File: config.mk
export PLATFORM = sky130hd
export DESIGN_NAME = ebc16_2state
export DESIGN_NICKNAME = d
export VERILOG_FILES = /design/src/rtl/ebc16_pkg.sv /design/src/rtl/ebc16_seq.sv /design/src/rtl/ebc16_cs_decode.sv /design/src/rtl/ebc16_lane_steer.sv /design/src/rtl/ebc16_2state.sv
export SDC_FILE = /design/constraint.sdc
export NUM_CORES = 1
export LEC_CHECK = 0
export CAP_MARGIN = 40
export CORE_ASPECT_RATIO = 2
export CORE_MARGIN = 2
export CORE_UTILIZATION = 25
export CTS_CLUSTER_SIZE = 20
export DETAILED_ROUTE_END_ITERATION = 8
export GPL_TIMING_DRIVEN = 0
export PLACE_DENSITY = 0.66
export SKIP_CTS_REPAIR_TIMING = 1
export SLEW_MARGIN = 0
export SYNTH_ARGS = -nofsm -noshare
export SYNTH_HDL_FRONTEND = slang
export SYNTH_SLANG_ARGS = --single-unit
File: constraint.sdc
create_clock -name clk -period 4.2 [get_ports clk]
set_input_delay 0.42 -clock clk [delete_from_list [all_inputs] [get_ports clk]]
set_output_delay 0.42 -clock clk [all_outputs]
set_load 0.05 [all_outputs]
File: src/rtl/ebc16_pkg.sv
package ebc16_pkg;
   typedef enum logic [1:0] {
      ST_IDLE = 2'd0,
      ST_T1   = 2'd1,
      ST_T2   = 2'd2
   } bus_state_e;

   localparam int BYTE_W = 8;
endpackage

File: src/rtl/ebc16_seq.sv
// Two-state cycle sequencer: idle -> first state -> second state -> idle.
module ebc16_seq
   import ebc16_pkg::*;
(
   input  logic clk,
   input  logic rst_n,
   input  logic req_valid,
   output logic accept,
   output logic in_cycle,
   output logic in_t2
);
   bus_state_e st_q, st_d;

   always_comb begin
      st_d = st_q;
      unique case (st_q)
         ST_IDLE: st_d = req_valid ? ST_T1 : ST_IDLE;
         ST_T1:   st_d = ST_T2;
         ST_T2:   st_d = ST_IDLE;
         default: st_d = ST_IDLE;
      endcase
   end

   always_ff @(posedge clk or negedge rst_n) begin
      if (!rst_n) st_q <= ST_IDLE;
      else        st_q <= st_d;
   end

   assign accept   = (st_q == ST_IDLE) && req_valid;
   assign in_cycle = (st_q == ST_T1) || (st_q == ST_T2);
   assign in_t2    = (st_q == ST_T2);
endmodule

File: src/rtl/ebc16_cs_decode.sv
// One fixed address region per chip select, picked by the top address bits.
module ebc16_cs_decode #(
   parameter int ADDR_W = 24,
   parameter int NUM_CS = 8
) (
   input  logic              active,
   input  logic [ADDR_W-1:0] addr,
   output logic [NUM_CS-1:0] cs_n
);
   localparam int SEL_W = $clog2(NUM_CS);

   logic [SEL_W-1:0] sel;
   assign sel = addr[ADDR_W-1 -: SEL_W];

   wire unused_low_addr = ^addr[ADDR_W-SEL_W-1:0];

   for (genvar i = 0; i < NUM_CS; i++) begin : g_cs
      assign cs_n[i] = !(active && (sel == SEL_W'(i)));
   end
endmodule

File: src/rtl/ebc16_lane_steer.sv
// Big-endian byte-lane steering: strobes, write lanes and read capture.
module ebc16_lane_steer
   import ebc16_pkg::*;
#(
   parameter int DATA_W = 16
) (
   input  logic                       active,
   input  logic                       in_t2,
   input  logic                       wr,
   input  logic                       word,
   input  logic                       a0,
   input  logic [DATA_W-1:0]          wdata,
   input  logic [DATA_W-1:0]          din,
   output logic                       rd_n,
   output logic                       hwr_n,
   output logic                       lwr_n,
   output logic [DATA_W-1:0]          dout,
   output logic [DATA_W/BYTE_W-1:0]   doe,
   output logic [DATA_W-1:0]          rdata
);
   localparam int LANES = DATA_W / BYTE_W;

   logic [LANES-1:0]  lane_hit;
   logic [BYTE_W-1:0] rd_byte;

   // lane k carries byte offset LANES-1-k (upper lane = even byte)
   for (genvar k = 0; k < LANES; k++) begin : g_lane
      localparam logic LANE_OFS = 1'((LANES - 1 - k) % 2);
      assign lane_hit[k] = word || (a0 == LANE_OFS);
      assign doe[k]      = active && wr && lane_hit[k];
      assign dout[k*BYTE_W +: BYTE_W] =
         !doe[k] ? '0 : (word ? wdata[k*BYTE_W +: BYTE_W] : wdata[BYTE_W-1:0]);
   end

   assign hwr_n = !doe[LANES-1];
   assign lwr_n = !doe[0];
   assign rd_n  = !(active && !wr);

   assign rd_byte = a0 ? din[BYTE_W-1:0] : din[DATA_W-1 -: BYTE_W];

   always_comb begin
      rdata = '0;
      if (in_t2 && !wr) begin
         if (word) rdata = din;
         else      rdata = {{(DATA_W-BYTE_W){1'b0}}, rd_byte};
      end
   end
endmodule

File: src/rtl/ebc16_2state.sv
// Top: request latch, sequencer, chip-select decode and lane steering.
module ebc16_2state
   import ebc16_pkg::*;
#(
   parameter int ADDR_W = 24,
   parameter int NUM_CS = 8,
   parameter int DATA_W = 16
) (
   input  logic                     clk,
   input  logic                     rst_n,
   input  logic                     req_valid,
   input  logic                     req_write,
   input  logic                     req_word,
   input  logic [ADDR_W-1:0]        req_addr,
   input  logic [DATA_W-1:0]        req_wdata,
   input  logic                     wait_n,
   output logic                     req_ack,
   output logic [DATA_W-1:0]        req_rdata,
   output logic [ADDR_W-1:0]        bus_addr,
   output logic [NUM_CS-1:0]        bus_cs_n,
   output logic                     bus_as_n,
   output logic                     bus_rd_n,
   output logic                     bus_hwr_n,
   output logic                     bus_lwr_n,
   output logic [DATA_W-1:0]        bus_dout,
   output logic [DATA_W/BYTE_W-1:0] bus_doe,
   input  logic [DATA_W-1:0]        bus_din
);
   localparam int SEL_W = $clog2(NUM_CS);

   if (DATA_W != 16) begin : g_bad_width
      $error("ebc16_2state: DATA_W must be 16");
   end
   if (NUM_CS < 2 || (1 << SEL_W) != NUM_CS) begin : g_bad_cs
      $error("ebc16_2state: NUM_CS must be a power of two, at least 2");
   end
   if (ADDR_W <= SEL_W + 1) begin : g_bad_addr
      $error("ebc16_2state: ADDR_W too small for the chip-select field");
   end

   // this space never inserts wait states
   wire unused_wait_n = wait_n;

   logic              accept, in_cycle, in_t2;
   logic [ADDR_W-1:0] addr_q;
   logic [DATA_W-1:0] wdata_q;
   logic              wr_q, word_q;

   ebc16_seq u_seq (
      .clk       (clk),
      .rst_n     (rst_n),
      .req_valid (req_valid),
      .accept    (accept),
      .in_cycle  (in_cycle),
      .in_t2     (in_t2)
   );

   always_ff @(posedge clk or negedge rst_n) begin
      if (!rst_n) begin
         addr_q  <= '0;
         wdata_q <= '0;
         wr_q    <= 1'b0;
         word_q  <= 1'b0;
      end else if (accept) begin
         addr_q  <= req_word ? {req_addr[ADDR_W-1:1], 1'b0} : req_addr;
         wdata_q <= req_wdata;
         wr_q    <= req_write;
         word_q  <= req_word;
      end
   end

   ebc16_cs_decode #(
      .ADDR_W (ADDR_W),
      .NUM_CS (NUM_CS)
   ) u_cs (
      .active (in_cycle),
      .addr   (addr_q),
      .cs_n   (bus_cs_n)
   );

   ebc16_lane_steer #(
      .DATA_W (DATA_W)
   ) u_lanes (
      .active (in_cycle),
      .in_t2  (in_t2),
      .wr     (wr_q),
      .word   (word_q),
      .a0     (addr_q[0]),
      .wdata  (wdata_q),
      .din    (bus_din),
      .rd_n   (bus_rd_n),
      .hwr_n  (bus_hwr_n),
      .lwr_n  (bus_lwr_n),
      .dout   (bus_dout),
      .doe    (bus_doe),
      .rdata  (req_rdata)
   );

   assign bus_addr = in_cycle ? addr_q : '0;
   assign bus_as_n = !in_cycle;
   assign req_ack  = in_t2;
endmodule

==> summary.md <==
| Metric | Value |
|---|---|
| Mapped Cells | `219` |
| Largest net degree at the start of global routing | `26` |
| First-pass GRT wire length | `11260 um` |
| WS Path Type | `reg -> out` |
| Max cap viols | `0` |
| Clock transition at path regs | `60 ps` |
| Max IR drop VDD | `0.3473 mV` |
| Initial antenna violation count | `0` |
| Pre-Repair DR Iteration Count | `4` |
| Worst hold-check path type | `in -> async` |
| Hold WS | `143.4 ps` |
| Later-pin clock latency in the skew report | `290 ps` |
| Sequential power share | `0.277` |
| Fill cell count | `896` |
| Synthesized cell area | `2375 um^2` |
| Cell Int Power | `0.001342 W` |
| Vias in the first global route | `2367` |
| Number of remaining DRC errors | `0` |
| Detailed placement HPWL | `5587 um` |
| Gate power share | `0.466` |
| Initial core utilization | `0.2548` |
| Final hold vios | `0` |
| CP peak stage delay | `840 ps` |
| Clock power frac | `0.258` |
| Nets | `423` |
| Fmax | `336.7 MHz` |
| Die Height | `141.8 um` |
| Final min period | `2970 ps` |
| Status | `completed` |
| Core area | `9321 um^2` |
| Setup TNS | `0 ps` |
| Area taken by multi-input logic gates | `1164 um^2` |
| Clock buffer count from CTS | `5` |
| Clk root buf | `clkbuf_16` |
| Switching Fraction | `0.3837` |
| Synth Warn # | `0` |
| Syn Nets | `284` |
| R2R cell count | `5` |
| Number of max-slew violations in the final report | `0` |
| Critical Path Start Type | `flop` |
| P_sw | `0.0008358 W` |
| Overflow after GRT | `0` |
| CTS tree | `yes` |
| R2r endpoint | `addr_q[19]` |
| Slew @ Worst Pin | `617.7 ps` |
| Worst EP required | `3780 ps` |
| Worst r2r src | `u_seq.st_q[0]` |
| Mean Syn Cell Area | `10.84 um^2` |
| RSZ-0062 raised after global routing | `no` |
| Clk_skew | `7.001 ps` |
| Total Routing Usage GR | `0.1404` |
| Crit path arrival time | `2550 ps` |
| CP cell instances | `inv_1, ha_1, buf_2, o211a_1, and2_1, clkdlybuf4s50_1` |
| Vias/cell | `4.555` |
| Layout cells sized above 1 | `0.1755` |
| Register area | `1101 um^2` |
| Max_slew headroom | `0.5882` |
| Top Ports | `133` |
| Leak Pwr | `1.654 nW` |
| Clock buffer depth | `2` |
| Std cell rows | `50` |
| Synth area leaders | `dfrtp_1, mux2_2, and2_1` |
| Fin crit share | `0.7072` |
| Diode count | `0` |
| Pwr Density | `537.3 nW/um^2` |
| DRT iter0 DRCs | `69` |
| Final ANT Viol Nets | `0` |
| # port buffers | `131` |
| Final setup fails | `0` |
| Register area share after synthesis | `0.4636` |
| Critical Path Source | `u_seq.st_q[0]` |
| H-tree depth | `2` |
| Worst-path maximum fanout | `10` |
| Final Wtd Congestion | `0.7734` |
| Distinct cells, synth | `22` |
| Total Wirelength | `6977 um` |
| Slack of the worst reg-to-reg path | `2570 ps` |
| Clk sinks | `44` |
| Area grow syn2layout | `70.71%` |
| Via count | `2109` |
| Worst path slowest cell | `clkdlybuf4s50_1` |
| Yosys reg bits | `44` |
| Wire length per cell | `15.07 um` |
| Setup crit end kind | `output port` |
| Die ar. | `10340 um^2` |
| Die width | `72.92 um` |
| Post-synth top area cell | `dfrtp_1` |
| Synth top area share | `0.4636` |
==> flip-flops by register name, indices dropped and copies added (netlist names) <==
signal,flops
addr_q,24
u_seq.st_q,2
wdata_q,16
word_q,1
wr_q,1
==> metrics by stage <==
stage	setup WS [ps]	cells	power [W]	utilization	cell area [um^2]
after floorplan	1789	219	0.001275	-	2375
after global placement	1400	454	0.001622	0.4094	3816
after detailed placement	1455	455	0.001637	0.4118	3839
after CTS	1144	463	0.002213	0.4349	4054
after global routing	1050	463	0.002295	0.4349	4054
final	1230	463	0.002178	0.4349	4054
==> layer usage <==
layer  vias to the layer above  GRT usage  share of wire
met5                         -          0              0
met4                         0    0.06043          0.024
met3                         9    0.02486          0.052
met2                        77     0.2866           0.60
met1                      1009     0.1251           0.33
li1                       1014          -              -
==> placed cells by master (no fill, tap or decap), drive strengths merged <==
master | Yosys | routed
clkdlybuf4s50 | 0 | 130
dfrtp | 44 | 44
mux2 | 41 | 41
and2 | 39 | 39
a21oi | 17 | 17
nand2 | 16 | 16
or3b | 16 | 16
buf | 10 | 12
clkbuf | 4 | 9
o21ai | 8 | 8
inv | 7 | 7
nand2b | 3 | 3
nor2b | 3 | 3
ha | 3 | 3
bufinv | 0 | 3
nor2 | 2 | 2
nand3 | 2 | 2
o211a | 1 | 1
a21o | 1 | 1
and3b | 1 | 1
mux2i | 1 | 1
==> worst max-delay path by stage <==
stage | cells past startpoint | to | slack, ps
3_5_place_dp | 6 | bus_dout[4] | 1460
4_1_cts | 6 | bus_dout[4] | 1140
3_3_place_gp | 1 | addr_q[18] | 1400
5_1_grt | 6 | bus_dout[4] | 1050
2_1_floorplan | 6 | bus_cs_n[7] | 1790
6_report | 6 | bus_dout[4] | 1230
==> critical path: cells and delay by family, from the launching register on <==
family                     cells  cell delay (ps)
AOI/OAI and AO/OA              1              370
adders and majority gates      1              260
buffers and inverters          3             1120
DFF                            1              340
and+or+nand+nor                1              170
==> cell type report <==
class / count / share of cell area
Multi-Input combinational cell: 154 / 0.2870
Clock buffer: 5 / 0.03086
Sequential cell: 44 / 0.2716
Buffer: 14 / 0.02068
Timing Repair Buffer: 132 / 0.3290
Tap cell: 104 / 0.03210
Clock inverter: 3 / 0.02222
Inverter: 7 / 0.006481
==> logic make-up after synthesis <==
kind of cell,synth area share
DFF,0.4636
buffers and inverters,0.04636
and+or+nand+nor,0.2139
adders and majority gates,0.01581
muxes,0.1986
AOI/OAI and AO/OA,0.06165
==> cells in the mapped netlist <==
| cell type | count |
|---|---|
| inv_2 | 1 |
| or3b_1 | 16 |
| a21oi_2 | 1 |
| buf_6 | 3 |
| and3b_1 | 1 |
| a21oi_1 | 16 |
| mux2i_1 | 1 |
| nor2b_1 | 3 |
| buf_2 | 7 |
| o21ai_0 | 8 |
| a21o_1 | 1 |
| nand2_1 | 16 |
| inv_1 | 6 |
| clkbuf_1 | 4 |
| dfrtp_1 | 44 |
| ha_1 | 3 |
| nand2b_1 | 3 |
| nand3_1 | 2 |
| mux2_2 | 41 |
| o211a_1 | 1 |
| and2_1 | 39 |
| nor2_1 | 2 |
==> power by group through the flow <==
stage | Sequential (W) | Combinational, W | Clock (W)
floorplan | 0.000584 | 0.000691 | 0
global placement | 0.000606 | 0.00102 | 0
global route | 0.000618 | 0.00108 | 0.000594
detailed placement | 0.000612 | 0.00103 | 0
finish | 0.000602 | 0.00101 | 0.000561
CTS | 0.000604 | 0.00103 | 0.000580
Note: power is estimated with default switching activity, not from simulation.
